<file path="src/rtl/cmpf_pkg.sv">
// Shared defaults and the output-mode decode for the comparator glitch filter.
package cmpf_pkg;
    localparam int CNT_W_DEF = 3;
    localparam int PER_W_DEF = 8;

    // Source of the filtered output.
    typedef enum logic [1:0] {
        FM_FILTER = 2'd0,
        FM_PASS   = 2'd1,
        FM_ZERO   = 2'd2
    } fmode_e;

    // Degenerate settings: count zero bypasses (or forces low when strobed),
    // a zero period bypasses in internal mode.
    function automatic fmode_e pick_mode(input logic cnt_zero, input logic ext,
                                         input logic per_zero);
        if (cnt_zero && ext)                 return FM_ZERO;
        else if (cnt_zero || (!ext && per_zero)) return FM_PASS;
        else                                 return FM_FILTER;
    endfunction
endpackage

</file>
<file path="src/rtl/cmpf_sync.sv">
// Two-flop synchronizer for the asynchronous comparator bit, followed by the
// polarity flip. Assumes raw_in may change at any time relative to clk.
module cmpf_sync (
    input  logic clk,
    input  logic rst_n,
    input  logic raw_in,
    input  logic invert,
    output logic unfilt
);
    logic s1_q, s2_q;

    // Capture and re-time the raw bit.
    always_ff @(posedge clk) begin
        if (!rst_n) begin
            s1_q <= 1'b0;
            s2_q <= 1'b0;
        end else begin
            s1_q <= raw_in;
            s2_q <= s1_q;
        end
    end

    assign unfilt = s2_q ^ invert;


    sync_delay_chk: assert property (@(posedge clk) disable iff (!rst_n)
        ($past(rst_n) && $past(rst_n, 2)) |-> (s2_q == $past(raw_in, 2)));
endmodule

</file>
<file path="src/rtl/cmpf_tick.sv">
// Sample-point generator: an internal divider of per_cfg clocks, or the
// external strobe. Assumes strobe_in is a synchronous one-cycle pulse.
module cmpf_tick #(
    parameter int PER_W = cmpf_pkg::PER_W_DEF
) (
    input  logic             clk,
    input  logic             rst_n,
    input  logic             ext_mode,
    input  logic             strobe_in,
    input  logic             restart,
    input  logic [PER_W-1:0] per_cfg,
    output logic             tick
);
    logic [PER_W-1:0] div_q;
    logic             div_end;

    assign div_end = (per_cfg != '0) && (div_q == per_cfg - 1'b1);

    // Count clocks within one period; hold at zero when unused or restarting.
    always_ff @(posedge clk) begin
        if (!rst_n)                                  div_q <= '0;
        else if (restart || ext_mode || per_cfg == '0) div_q <= '0;
        else if (div_end)                            div_q <= '0;
        else                                         div_q <= div_q + 1'b1;
    end

    // Select the sample source; a restart cycle never samples.
    always_comb begin
        if (ext_mode) tick = strobe_in && !restart;
        else          tick = div_end && !restart;
    end


    tick_spacing_chk: assert property (@(posedge clk) disable iff (!rst_n)
        (!ext_mode && tick && per_cfg > PER_W'(1)) |=> (!tick || ext_mode));
endmodule

</file>
<file path="src/rtl/cmpf_agree.sv">
// Consecutive-sample agreement filter. On each tick the sample extends or
// restarts a saturating run; the filtered state takes the sample once the
// run reaches cnt_cfg. Assumes tick is already qualified by restart.
module cmpf_agree #(
    parameter int CNT_W = cmpf_pkg::CNT_W_DEF
) (
    input  logic             clk,
    input  logic             rst_n,
    input  logic             tick,
    input  logic             restart,
    input  logic             sample,
    input  logic [CNT_W-1:0] cnt_cfg,
    output logic             filt_q
);
    localparam logic [CNT_W-1:0] RUN_MAX = '1;

    logic [CNT_W-1:0] run_q, run_nx;
    logic             last_q;

    // Length of the run including the current sample.
    always_comb begin
        if (sample == last_q) run_nx = (run_q == RUN_MAX) ? run_q : run_q + 1'b1;
        else                  run_nx = CNT_W'(1);
    end

    // Advance the run on each tick and accept the level when it is long enough.
    always_ff @(posedge clk) begin
        if (!rst_n) begin
            run_q  <= '0;
            last_q <= 1'b0;
            filt_q <= 1'b0;
        end else if (restart) begin
            run_q  <= '0;
        end else if (tick) begin
            run_q  <= run_nx;
            last_q <= sample;
            if (run_nx >= cnt_cfg) filt_q <= sample;
        end
    end


    hold_between_ticks_chk: assert property (@(posedge clk) disable iff (!rst_n)
        !tick |=> $stable(filt_q));

    run_restart_chk: assert property (@(posedge clk) disable iff (!rst_n)
        restart |=> (run_q == '0));

    reset_clear_chk: assert property (@(posedge clk) disable iff (!rst_n)
        $rose(rst_n) |-> (run_q == '0 && filt_q == 1'b0));
endmodule

</file>
<file path="src/rtl/cmp_glitch_filter.sv">
// Comparator output glitch filter top: synchronizer, sample-point generator,
// agreement filter and output selection. Assumes the configuration inputs are
// quasi-static register fields in the clk domain.
module cmp_glitch_filter #(
    parameter int CNT_W = cmpf_pkg::CNT_W_DEF,
    parameter int PER_W = cmpf_pkg::PER_W_DEF
) (
    input  logic             clk,
    input  logic             rst_n,
    input  logic             raw_in,
    input  logic             strobe_in,
    input  logic             ext_mode,
    input  logic             invert,
    input  logic             use_raw,
    input  logic [CNT_W-1:0] cnt_cfg,
    input  logic [PER_W-1:0] per_cfg,
    output logic             filt_out,
    output logic             unfilt_out,
    output logic             sel_out
);
    import cmpf_pkg::*;

    logic [CNT_W-1:0] cnt_q;
    logic [PER_W-1:0] per_q;
    logic             restart, tick, unfilt, filt_q;
    fmode_e           mode;

    // Remember the last configuration so that a new value can be detected.
    always_ff @(posedge clk) begin
        if (!rst_n) begin
            cnt_q <= '0;
            per_q <= '0;
        end else begin
            cnt_q <= cnt_cfg;
            per_q <= per_cfg;
        end
    end

    assign restart = (cnt_cfg != cnt_q) || (per_cfg != per_q);

    cmpf_sync u_sync (
        .clk    (clk),
        .rst_n  (rst_n),
        .raw_in (raw_in),
        .invert (invert),
        .unfilt (unfilt)
    );

    cmpf_tick #(.PER_W(PER_W)) u_tick (
        .clk       (clk),
        .rst_n     (rst_n),
        .ext_mode  (ext_mode),
        .strobe_in (strobe_in),
        .restart   (restart),
        .per_cfg   (per_cfg),
        .tick      (tick)
    );

    cmpf_agree #(.CNT_W(CNT_W)) u_agree (
        .clk     (clk),
        .rst_n   (rst_n),
        .tick    (tick),
        .restart (restart),
        .sample  (unfilt),
        .cnt_cfg (cnt_cfg),
        .filt_q  (filt_q)
    );

    assign mode = pick_mode(cnt_cfg == '0, ext_mode, per_cfg == '0);

    // Choose the filtered result, the bypass or the forced low.
    always_comb begin
        case (mode)
            FM_PASS: filt_out = unfilt;
            FM_ZERO: filt_out = 1'b0;
            default: filt_out = filt_q;
        endcase
    end

    assign unfilt_out = unfilt;
    assign sel_out    = use_raw ? unfilt : filt_out;


    strobe_gate_chk: assert property (@(posedge clk) disable iff (!rst_n)
        (ext_mode && !strobe_in) |=> $stable(filt_q));
endmodule

</file>
<file path="config.mk">
export PLATFORM = sky130hd
export DESIGN_NAME = cmp_glitch_filter
export DESIGN_NICKNAME = d
export VERILOG_FILES = /design/src/rtl/cmpf_pkg.sv /design/src/rtl/cmpf_sync.sv /design/src/rtl/cmpf_tick.sv /design/src/rtl/cmpf_agree.sv /design/src/rtl/cmp_glitch_filter.sv
export SDC_FILE = /design/constraint.sdc
export NUM_CORES = 1
export LEC_CHECK = 0
export ABC_AREA = 0
export BUFFER_PORTS_ARGS = -buffer_cell sky130_fd_sc_hd__buf_4
export CAP_MARGIN = 20
export CORE_MARGIN = 2
export CORE_UTILIZATION = 45
export CTS_BUF_LIST = sky130_fd_sc_hd__clkbuf_8
export CTS_CLUSTER_DIAMETER = 150
export DETAILED_ROUTE_END_ITERATION = 16
export PLACE_DENSITY = 0.69
export SLEW_MARGIN = 20
export SYNTH_ARGS = -nofsm -noshare
export SYNTH_HDL_FRONTEND = slang
export SYNTH_SLANG_ARGS = --single-unit
</file>
<file path="constraint.sdc">
create_clock -name clk -period 2.6 [get_ports clk]
set_clock_uncertainty 0.1 [all_clocks]
set_input_delay 0.26 -clock clk [delete_from_list [all_inputs] [get_ports clk]]
set_output_delay 0.26 -clock clk [all_outputs]
set_load 0.01 [all_outputs]
</file>
==> results of run 1 <==
==> sequential cells by signal, summed over array words and instances, names as in the netlist <==
signal / flops
per_q: 8
u_tick.div_q: 8
u_agree.run_q: 3
u_sync.s2_q: 1
u_agree.filt_q: 1
u_sync.s1_q: 1
cnt_q: 3
u_agree.last_q: 1
==> cells by family (layout without fill, tap and decap cells) <==
kind of cell             after synthesis  in the layout  share of synthesized area [%]
AO/OA/AOI/OAI                         16             16                           8.17
XOR/XNOR                              29             29                           17.3
adder cells (fa/ha/maj)                7              7                           5.96
buffers and inverters                 16             42                           5.36
flip-flops                            26             26                           35.4
multiplexers                           3              3                           2.04
AND/OR/NAND/NOR                       67             67                           25.8
==> synthesized netlist by cell type (2+ instances only) <==
library cell                n
sky130_fd_sc_hd__a21oi_1    4
sky130_fd_sc_hd__and2_1     8
sky130_fd_sc_hd__and3_1     2
sky130_fd_sc_hd__buf_6      2
sky130_fd_sc_hd__clkbuf_1   3
sky130_fd_sc_hd__dfxtp_1   26
sky130_fd_sc_hd__ha_1       7
sky130_fd_sc_hd__inv_1     10
sky130_fd_sc_hd__mux2i_1    3
sky130_fd_sc_hd__nand2_1    6
sky130_fd_sc_hd__nand3_1    7
sky130_fd_sc_hd__nand4_1    2
sky130_fd_sc_hd__nand4b_1   2
sky130_fd_sc_hd__nor2_1    14
sky130_fd_sc_hd__nor2_2     8
sky130_fd_sc_hd__nor3_1     4
sky130_fd_sc_hd__nor4_1     6
sky130_fd_sc_hd__o211ai_1   2
sky130_fd_sc_hd__o31a_1     2
sky130_fd_sc_hd__o31ai_1    2
sky130_fd_sc_hd__or4_1      2
sky130_fd_sc_hd__xnor2_1    8
sky130_fd_sc_hd__xor2_1    21
==> report_power, final <==
part	internal, W	leakage [nW]	switching [W]
Clock	0.000135	0.0288	0.000121
Combinational	0.0000565	0.497	0.0000590
Sequential	0.000408	0.213	0.00000396
==> metal layers <==
layer | up-vias | part of all wire [%] | global-route usage, %
met4 | 0 | 2.3 | 7.14
met5 | - | 0 | 0
met2 | 31 | 48 | 31.8
met1 | 574 | 45 | 21.6
li1 | 614 | - | -
met3 | 9 | 4.8 | 3.36
==> placed cells by master (no fill, tap or decap) <==
cell type,instances
sky130_fd_sc_hd__inv_1,10
sky130_fd_sc_hd__and3_1,2
sky130_fd_sc_hd__dfxtp_1,26
sky130_fd_sc_hd__mux2i_1,3
sky130_fd_sc_hd__a211oi_1,1
sky130_fd_sc_hd__nand2_1,6
sky130_fd_sc_hd__ha_1,7
sky130_fd_sc_hd__buf_4,27
sky130_fd_sc_hd__and2_1,8
sky130_fd_sc_hd__nand3_1,7
sky130_fd_sc_hd__nor4_1,6
sky130_fd_sc_hd__a21oi_1,4
sky130_fd_sc_hd__or4b_1,1
sky130_fd_sc_hd__nor2_2,8
sky130_fd_sc_hd__nor3_1,4
sky130_fd_sc_hd__nand2b_1,1
sky130_fd_sc_hd__buf_12,1
sky130_fd_sc_hd__o31a_1,2
sky130_fd_sc_hd__or3_4,1
sky130_fd_sc_hd__o32ai_1,1
sky130_fd_sc_hd__o31ai_1,2
sky130_fd_sc_hd__xnor2_1,8
sky130_fd_sc_hd__a21o_1,1
sky130_fd_sc_hd__nand3b_1,1
sky130_fd_sc_hd__o41ai_1,1
sky130_fd_sc_hd__clkbuf_8,4
sky130_fd_sc_hd__or4_1,2
sky130_fd_sc_hd__xor2_1,21
sky130_fd_sc_hd__a2bb2oi_2,1
sky130_fd_sc_hd__nor3_2,1
sky130_fd_sc_hd__nand4b_1,2
sky130_fd_sc_hd__and3b_1,1
sky130_fd_sc_hd__nand4_1,2
sky130_fd_sc_hd__o21ai_0,1
sky130_fd_sc_hd__nor2_1,14
sky130_fd_sc_hd__o211ai_1,2
==> worst max path at each step <==
stage | start | to | slack (ns) | cells after the start
after floorplan | per_cfg[2] | u_tick.div_q[2] | 0.13 | 9
after global placement | per_cfg[0] | u_tick.div_q[3] | 0.06 | 11
after detailed placement | per_cfg[3] | u_tick.div_q[3] | 0.008 | 9
after CTS | per_cfg[3] | u_tick.div_q[2] | 0.28 | 9
after global routing | per_cfg[0] | u_tick.div_q[2] | 0.09 | 11
final | per_cfg[3] | u_tick.div_q[2] | 0.26 | 9
==> area by class of cell <==
class	count	area [um^2]	area share, %
clock buffers	4	55.1	3.12
inverters	10	37.5	2.13
multi-input cells	122	871	49.4
flip-flops and latches	26	520	29.5
well taps	44	55.1	3.12
repair buffers	28	223	12.6
==> metrics by stage <==
| step | power, W | utilization (%) | hold slack, ns | setup WS [ns] |
|---|---|---|---|---|
| 2_1_floorplan | 0.000486 | - | 0.282 | 0.126 |
| 3_5_place_dp | 0.000538 | 55.4 | 0.334 | 0.00838 |
| 6_report | 0.000785 | 57.2 | 0.0940 | 0.262 |
| 5_1_grt | 0.000819 | 57.2 | 0.0898 | 0.0885 |
| 3_3_place_gp | 0.000534 | 55.4 | 0.314 | 0.0634 |
| 4_1_cts | 0.000794 | 57.2 | 0.0914 | 0.278 |
==> worst max-delay path: cells and delay by family <==
kind	cells	cell delay (ns)
simple gates	6	1.62
buf+inv	2	0.25
compound gates	1	0.27
==> flow_summary.toml, run 1 <==
[worst_setup_path]
critical-path-max-stage-delay_ns = 0.49
worst_ep_required_time_ns = 2.67
cp-start-kind = "primary input"
cell_by_cell_listing_of_the_critical_path = "buf_4 -> or3_4 -> o31a_1 -> or4_1 -> and3b_1 -> nor4_1 -> or4b_1 -> buf_12 -> nor2_2"
crit_arrival_ns = 2.40
critical_path.reg2reg.startpoint = "u_tick.div_q[7]"
cp-end-kind = "register"
path_max_fanout = 8
path_class = "primary input to register"
r2r_setup_slack_ns = 0.35
ff2ff_path_depth = 8
worst_r2r_endpoint = "u_tick.div_q[2]"
cpMaxStageDelayCell = "sky130_fd_sc_hd__or4_1"

[routing]
drt_iter0_markers = 66
totalWireLength_mm = 3.01
drc = 0
drtAntennaViolNets = 0
dr.pass1.iters = 4
route.vias.total = 1228
vias_per_cell = 5.25
post_drt_wl_per_cell_um = 12.9

[synth]
synth_top_area_share_pct = 35.4
synthFlopType = "sky130_fd_sc_hd__dfxtp_1"
syn_area_mm2 = 0.00147
synth.ff_latch_count = 26
asyncSetResetFlopFracSynth_pct = 0
post_synthesis_instance_total = 164
synth_area_leader_cell = "sky130_fd_sc_hd__dfxtp_1"
yosysWarningCount = 0
synth_fp_nets = 189
avgSynthCellArea_um2 = 8.96
netlist-cell-type-count = 36
yosys-top-cells-area = "sky130_fd_sc_hd__dfxtp_1, sky130_fd_sc_hd__xor2_1, sky130_fd_sc_hd__ha_1, sky130_fd_sc_hd__xnor2_1, sky130_fd_sc_hd__nor2_1"
edff_count_synth = 0
synth_sequential_area_ratio_pct = 35.4

[sta]
report.final.slew_viol_count = 0
clock.fmax_mhz = 428
rsz0062_at_grt = "false"
final-setup-viol-count = 0
setup_tns_ns = 0
slew_headroom_pct = 69.2
timing.final.crit_period_ns = 2.34
finalHoldViolations = 0
post-route-period-util_pct = 89.9
worst_margin_slew_ns = 0.457

[cells_and_area]
final_net_count = 216
diodes = 0
stdcell_count = 234
flow.area_growth_from_synthesis_pct = 19.8
final_layout_size_suffix_gt1_share_pct = 22.6
postLayoutCellArea_mm2 = 0.00176
layout.filler_cells = 288

[clocking]
cts-buffers-inserted = 3
postCtsSetupBuffers = 0
post_cts_resize_count = 0
post_cts_hold_buffer_count = 0
cts-root-buf = "sky130_fd_sc_hd__clkbuf_8"
cts_num_sinks = 26
clock_tree.buffer_depth = 2
clkTransAtPathRegs_ns = 0.09
cts_tree = "built"
worst_skew_pair.late_latency_ns = 0.27
cts_max_level = 1

[worst_hold_path]
min_path_type = "primary input to register"
worstHoldPathCells = 2
timing.hold.worst_endpoint = "u_sync.s1_q"
hold_path_startpoint = "raw_in"

[floorplan]
core_region_area_mm2 = 0.00308
num_rows = 20
fp.dieH_um = 61.2
dieArea_mm2 = 0.00374
die_w_um = 61.2
initial_cell_density_of_the_core_pct = 47.8
floorplan.io_pins = 21

[flow_run]
maxCapViolCount = 0

[place]
last_weighted_congestion_value_of_the_routability_driven_placer = 0.792
placed_area_mm2 = 0.00171
detailed_place_hpwl_mm = 2.44
dp_cells = 230
portBuffers = 20

[power_and_ir_drop]
cellLeakagePower_nw = 0.739
ir_worst_vdd_v = 0.000194
power-per-cell-area_mw_per_mm2 = 445

[grt]
antenna_found_initial = 0
first_global_vias = 1143
gr-total-overflow = 0
pin_count_of_the_biggest_net_entering_global_routing = 15
grt_first_pass_wirelength_mm = 5.06
grt.total_usage_pct = 18.1

[outcome]
run_status = "finished, final reports clean"
Note: power is estimated with default switching activity, not from simulation.
==> run 2: changes to the inputs <==
--- a/config.mk
+++ b/config.mk
@@ -13,6 +13,7 @@
 export CTS_BUF_LIST = sky130_fd_sc_hd__clkbuf_8
 export CTS_CLUSTER_DIAMETER = 150
 export DETAILED_ROUTE_END_ITERATION = 16
+export GPL_TIMING_DRIVEN = 0
 export PLACE_DENSITY = 0.69
 export SLEW_MARGIN = 20
 export SYNTH_ARGS = -nofsm -noshare
==> flow_summary.toml, run 2 (synthesized netlist as in run 1, its figures left out) <==
[worst_setup_path]
critical_path.reg2reg.startpoint = "u_tick.div_q[2]"
crit_arrival_ns = 2.51
crit_path_start = "per_cfg[0]"
cp-start-kind = "primary input"
critical-path-top-cell-by-count = "sky130_fd_sc_hd__inv_1"
ff2ff_path_depth = 8
critical-path-max-stage-delay_ns = 0.50
critPathBufInv = 4
path_max_fanout = 8
path_class = "primary input to register"
r2r_setup_slack_ns = 0.34
cpMaxStageDelayCell = "sky130_fd_sc_hd__or4_1"
cell_by_cell_listing_of_the_critical_path = "buf_4 -> inv_1 -> ha_2 -> inv_1 -> o31a_1 -> or4_1 -> and3b_1 -> nor4_1 -> or4b_1 -> buf_6 -> nor2_2"
worst_r2r_endpoint = "u_agree.filt_q"
critical_path_depth = 11
worst_ep_required_time_ns = 2.67
cpLargestDelayFamily = "simple AND/OR/NAND/NOR gates"
cp-end-kind = "register"
endpoint = "u_tick.div_q[3]"

[cells_and_area]
most-common-layout-cells = "sky130_fd_sc_hd__dfxtp_1, sky130_fd_sc_hd__xor2_1, sky130_fd_sc_hd__buf_4"
final_net_count = 211
stdcell_count = 229
final_util_pct = 55.6
largest_registers_ranked_by_flip_flop_count = "per_q: 8 flops, u_tick.div_q: 8 flops"
final_common_cell = "sky130_fd_sc_hd__dfxtp_1"
final_layout_size_suffix_gt1_share_pct = 19.5
diodes = 0
postLayoutCellArea_mm2 = 0.00171
flow.area_growth_from_synthesis_pct = 16.3

[power_and_ir_drop]
clockPowerShare_pct = 33.4
power-per-cell-area_mw_per_mm2 = 456
reg_power_share_pct = 52.9
power_switching_w = 0.000186
post-layout-total-power_w = 0.000781
power_switching_share_pct = 23.8
internal_power_w = 0.000595
ir_worst_vdd_v = 0.000226
cellLeakagePower_nw = 0.699
pwr-share-comb_pct = 13.8

[sta]
timing.final.crit_period_ns = 2.44
rsz0062_at_grt = "false"
finalHoldViolations = 0
post-route-period-util_pct = 93.8
worst_margin_slew_ns = 0.474
report.final.slew_viol_count = 0
slew_headroom_pct = 68.1
final-setup-viol-count = 0
clock.fmax_mhz = 410

[grt]
grt_first_pass_wirelength_mm = 4.82
grt.total_usage_pct = 17.2
pin_count_of_the_biggest_net_entering_global_routing = 15
first_global_vias = 1080
gr-total-overflow = 0
antenna_found_initial = 0

[floorplan]
initial_cell_density_of_the_core_pct = 47.8
fp.dieH_um = 61.2
core_region_area_mm2 = 0.00308
num_rows = 20
floorplan.io_pins = 21
die_w_um = 61.2
dieArea_mm2 = 0.00374

[outcome]
run_status = "finished, final reports clean"

[flow_run]
maxCapViolCount = 0

[place]
dp_cells = 225
detailed_place_hpwl_mm = 2.24
placed_area_mm2 = 0.00165
portBuffers = 17
last_weighted_congestion_value_of_the_routability_driven_placer = 0.912

[routing]
drc = 0
drt_iter0_markers = 46
route.vias.total = 1161
totalWireLength_mm = 2.86
drtAntennaViolNets = 0
post_drt_wl_per_cell_um = 12.5
dr.pass1.iters = 4
vias_per_cell = 5.07

[clocking]
worst_skew_pair.late_latency_ns = 0.27
postCtsSetupBuffers = 0
clkTransAtPathRegs_ns = 0.09
clock_tree.buffer_depth = 2
cts_max_level = 1
cts_num_sinks = 26
post_cts_hold_buffer_count = 0
cts-buffers-inserted = 3
cts-root-buf = "sky130_fd_sc_hd__clkbuf_8"
cts_tree = "built"

[worst_hold_path]
min_path_type = "primary input to register"
## run 2: stage by stage
| step | hold WS [ns] | TNS (ns) | setup WS (ns) |
|---|---|---|---|
| global placement | 0.315 | -0.612 | -0.0804 |
| global route | 0.0971 | 0 | 0.0467 |
| CTS | 0.0972 | 0 | 0.114 |
| detailed placement | 0.321 | -1.14 | -0.137 |
| floorplan | 0.282 | 0 | 0.126 |
| finish | 0.0947 | 0 | 0.161 |
## run 2: cell type report
class | instances | area (um^2)
inverters | 10 | 37.5
multi-input cells | 122 | 873
well taps | 44 | 55.1
clock buffers | 4 | 55.1
flip-flops and latches | 26 | 520
fillers | 291 | 1370
plain buffers | 6 | 41.3
repair buffers | 17 | 128
## run 2: worst min path at each step
| stage | start | to | slack (ns) | depth (start not counted) |
|---|---|---|---|---|
| 6_report | raw_in | u_sync.s1_q | 0.09 | 2 |
| 5_1_grt | raw_in | u_sync.s1_q | 0.1 | 2 |
| 4_1_cts | raw_in | u_sync.s1_q | 0.1 | 2 |
| 3_5_place_dp | u_sync.s1_q | u_sync.s2_q | 0.32 | 1 |
| 3_3_place_gp | u_sync.s1_q | u_sync.s2_q | 0.32 | 1 |
| 2_1_floorplan | cnt_cfg[0] | cnt_q[0] | 0.28 | 1 |
## run 2: power by group through the flow
stage | logic (W) | clock network [W] | registers (W)
floorplan | 0.0000643 | 0 | 0.000421
global placement | 0.000104 | 0 | 0.000422
detailed placement | 0.000106 | 0 | 0.000422
CTS | 0.000108 | 0.000264 | 0.000413
global route | 0.000120 | 0.000283 | 0.000414
finish | 0.000107 | 0.000261 | 0.000413
## run 2: what timing repair did
action	4_1_cts	5_1_grt
endpoints found under the hold margin	0	0
gates resized for setup	0	1
setup endpoints to repair	0	7
## run 2: layer usage
metal  vias to the layer above  wire length [um]  global-route usage, %
li1                        602                 -                      -
met1                       537              1340                   22.0
met2                        20              1400                   29.8
met3                         2               104                   3.15
met4                         0                15                   4.66
met5                         -                 0                      0
==> run 3: changes to the inputs <==
--- a/config.mk
+++ b/config.mk
@@ -15,6 +15,7 @@
 export DETAILED_ROUTE_END_ITERATION = 16
 export GPL_TIMING_DRIVEN = 0
 export PLACE_DENSITY = 0.69
+export REMOVE_ABC_BUFFERS = 1
 export SLEW_MARGIN = 20
 export SYNTH_ARGS = -nofsm -noshare
 export SYNTH_HDL_FRONTEND = slang
==> constraint.sdc (replaced) <==
create_clock -name clk -period 3.05 [get_ports clk]
set_clock_uncertainty 0.1 [all_clocks]
set_input_delay 0.305 -clock clk [delete_from_list [all_inputs] [get_ports clk]]
set_output_delay 0.305 -clock clk [all_outputs]
set_load 0.01 [all_outputs]
==> flow_summary.toml, run 3 (synthesized netlist as in run 1, its figures left out) <==
[outcome]
run_status = "finished, final reports clean"

[worst_setup_path]
critPathBufInv = 3
cell_by_cell_listing_of_the_critical_path = "buf_4 -> inv_1 -> ha_1 -> inv_1 -> o31a_1 -> or4_1 -> and3b_1 -> nor4_1 -> or4b_1 -> nor2_2"
worst_ep_required_time_ns = 3.10
crit_arrival_ns = 2.69
critical-path-max-stage-delay_ns = 0.49
ff2ff_path_depth = 7
critical_path_depth = 10
worst_r2r_endpoint = "u_tick.div_q[2]"
cp-end-kind = "register"
cpLargestDelayFamily = "simple AND/OR/NAND/NOR gates"
cp-start-kind = "primary input"
crit_path_start = "per_cfg[0]"
endpoint = "u_tick.div_q[2]"
path_class = "primary input to register"
r2r_setup_slack_ns = 0.76
path_max_fanout = 8
critical-path-top-cell-by-count = "sky130_fd_sc_hd__inv_1"
cpMaxStageDelayCell = "sky130_fd_sc_hd__or4_1"
critical_path.reg2reg.startpoint = "u_tick.div_q[7]"

[sta]
report.final.slew_viol_count = 0
slew_headroom_pct = 70.2
finalHoldViolations = 0
clock.fmax_mhz = 379
rsz0062_at_grt = "false"
post-route-period-util_pct = 86.5
final-setup-viol-count = 0
setup_tns_ns = 0
worst_margin_slew_ns = 0.447
timing.final.crit_period_ns = 2.64

[grt]
antenna_found_initial = 0
pin_count_of_the_biggest_net_entering_global_routing = 16
gr-total-overflow = 0
grt.total_usage_pct = 17.6
grt_first_pass_wirelength_mm = 4.86
first_global_vias = 1136

[routing]
vias_per_cell = 5.11
post_drt_wl_per_cell_um = 12.4
route.vias.total = 1154
dr.pass1.iters = 4
drc = 0
drt_iter0_markers = 54
drtAntennaViolNets = 0
totalWireLength_mm = 2.80

[power_and_ir_drop]
ir_worst_vdd_v = 0.000217
power-per-cell-area_mw_per_mm2 = 424
cellLeakagePower_nw = 0.702

[clocking]
cts_num_sinks = 26
cts-buffers-inserted = 3
cts_tree = "built"
clkTransAtPathRegs_ns = 0.09
postCtsSetupBuffers = 0
worst_skew_pair.late_latency_ns = 0.27
post_cts_resize_count = 0
cts-root-buf = "sky130_fd_sc_hd__clkbuf_8"
post_cts_hold_buffer_count = 0
cts_max_level = 1
clock_tree.buffer_depth = 2

[flow_run]
maxCapViolCount = 0

[place]
detailed_place_hpwl_mm = 2.21
placed_area_mm2 = 0.00163
last_weighted_congestion_value_of_the_routability_driven_placer = 0.781
portBuffers = 20

[floorplan]
fp.dieH_um = 61.2
core_region_area_mm2 = 0.00308
dieArea_mm2 = 0.00374
die_w_um = 61.2
floorplan.io_pins = 21
initial_cell_density_of_the_core_pct = 47.8
num_rows = 20

[cells_and_area]
final_common_cell = "sky130_fd_sc_hd__dfxtp_1"
final_layout_size_suffix_gt1_share_pct = 19.2
flow.area_growth_from_synthesis_pct = 16.0
largest_registers_ranked_by_flip_flop_count = "per_q: 8 flops, u_tick.div_q: 8 flops"
postLayoutCellArea_mm2 = 0.00171
diodes = 0
final_net_count = 208
most-common-layout-cells = "sky130_fd_sc_hd__dfxtp_1, sky130_fd_sc_hd__xor2_1, sky130_fd_sc_hd__buf_4"

[worst_hold_path]
min_path_type = "primary input to register"
-- run 3: cell types whose count changed in the layout (fill, tap and decap cells not counted), sizes merged --
cell	previous run	this run
bufinv	0	1
clkbuf	7	3
-- run 3: metrics by stage --
stage / hold WS [ns] / power (W) / std cells / util [%] / setup WS (ns)
3_5_place_dp: 0.322 / 0.000450 / 222 / 53.1 / 0.144
6_report: 0.138 / 0.000723 / 226 / 55.4 / 0.413
2_1_floorplan: 0.312 / 0.000407 / 158 / - / 0.536
4_1_cts: 0.126 / 0.000736 / 226 / 55.4 / 0.431
5_1_grt: 0.136 / 0.000758 / 226 / 55.4 / 0.226
3_3_place_gp: 0.322 / 0.000448 / 222 / 53.1 / 0.199
-- run 3: how the worst min path moves through the flow --
stage / end / from / cells past startpoint / slack [ns]
after global placement: u_sync.s2_q / u_sync.s1_q / 1 / 0.32
final: u_sync.s1_q / raw_in / 2 / 0.14
after global routing: u_sync.s1_q / raw_in / 2 / 0.14
after CTS: u_sync.s1_q / raw_in / 2 / 0.13
after floorplan: u_sync.s2_q / u_sync.s1_q / 1 / 0.31
after detailed placement: u_sync.s2_q / u_sync.s1_q / 1 / 0.32
-- run 3: power breakdown --
part,leakage [nW],internal (W),switching (W)
Clock,0.0357,0.000176,0.000106
Sequential,0.213,0.000348,0.00000336
Combinational,0.453,0.0000433,0.0000467
-- run 3: area by class of cell --
| cell class | instances | area (um^2) |
|---|---|---|
| well taps | 44 | 55.1 |
| repair buffers | 20 | 150 |
| flip-flops and latches | 26 | 520 |
| inverters | 10 | 37.5 |
| fillers | 287 | 1370 |
| clock buffers | 3 | 41.3 |
| clock inverters | 1 | 30.0 |
| multi-input cells | 122 | 871 |
-- run 3: metal layers --
metal  vias to the layer above  GRT usage, %  share of wire, %
li1                        598             -                 -
met1                       524          21.2                44
met4                         0          8.07               2.0
met3                         8          3.15               3.9
met5                         -             0                 0
met2                        24          30.4                51
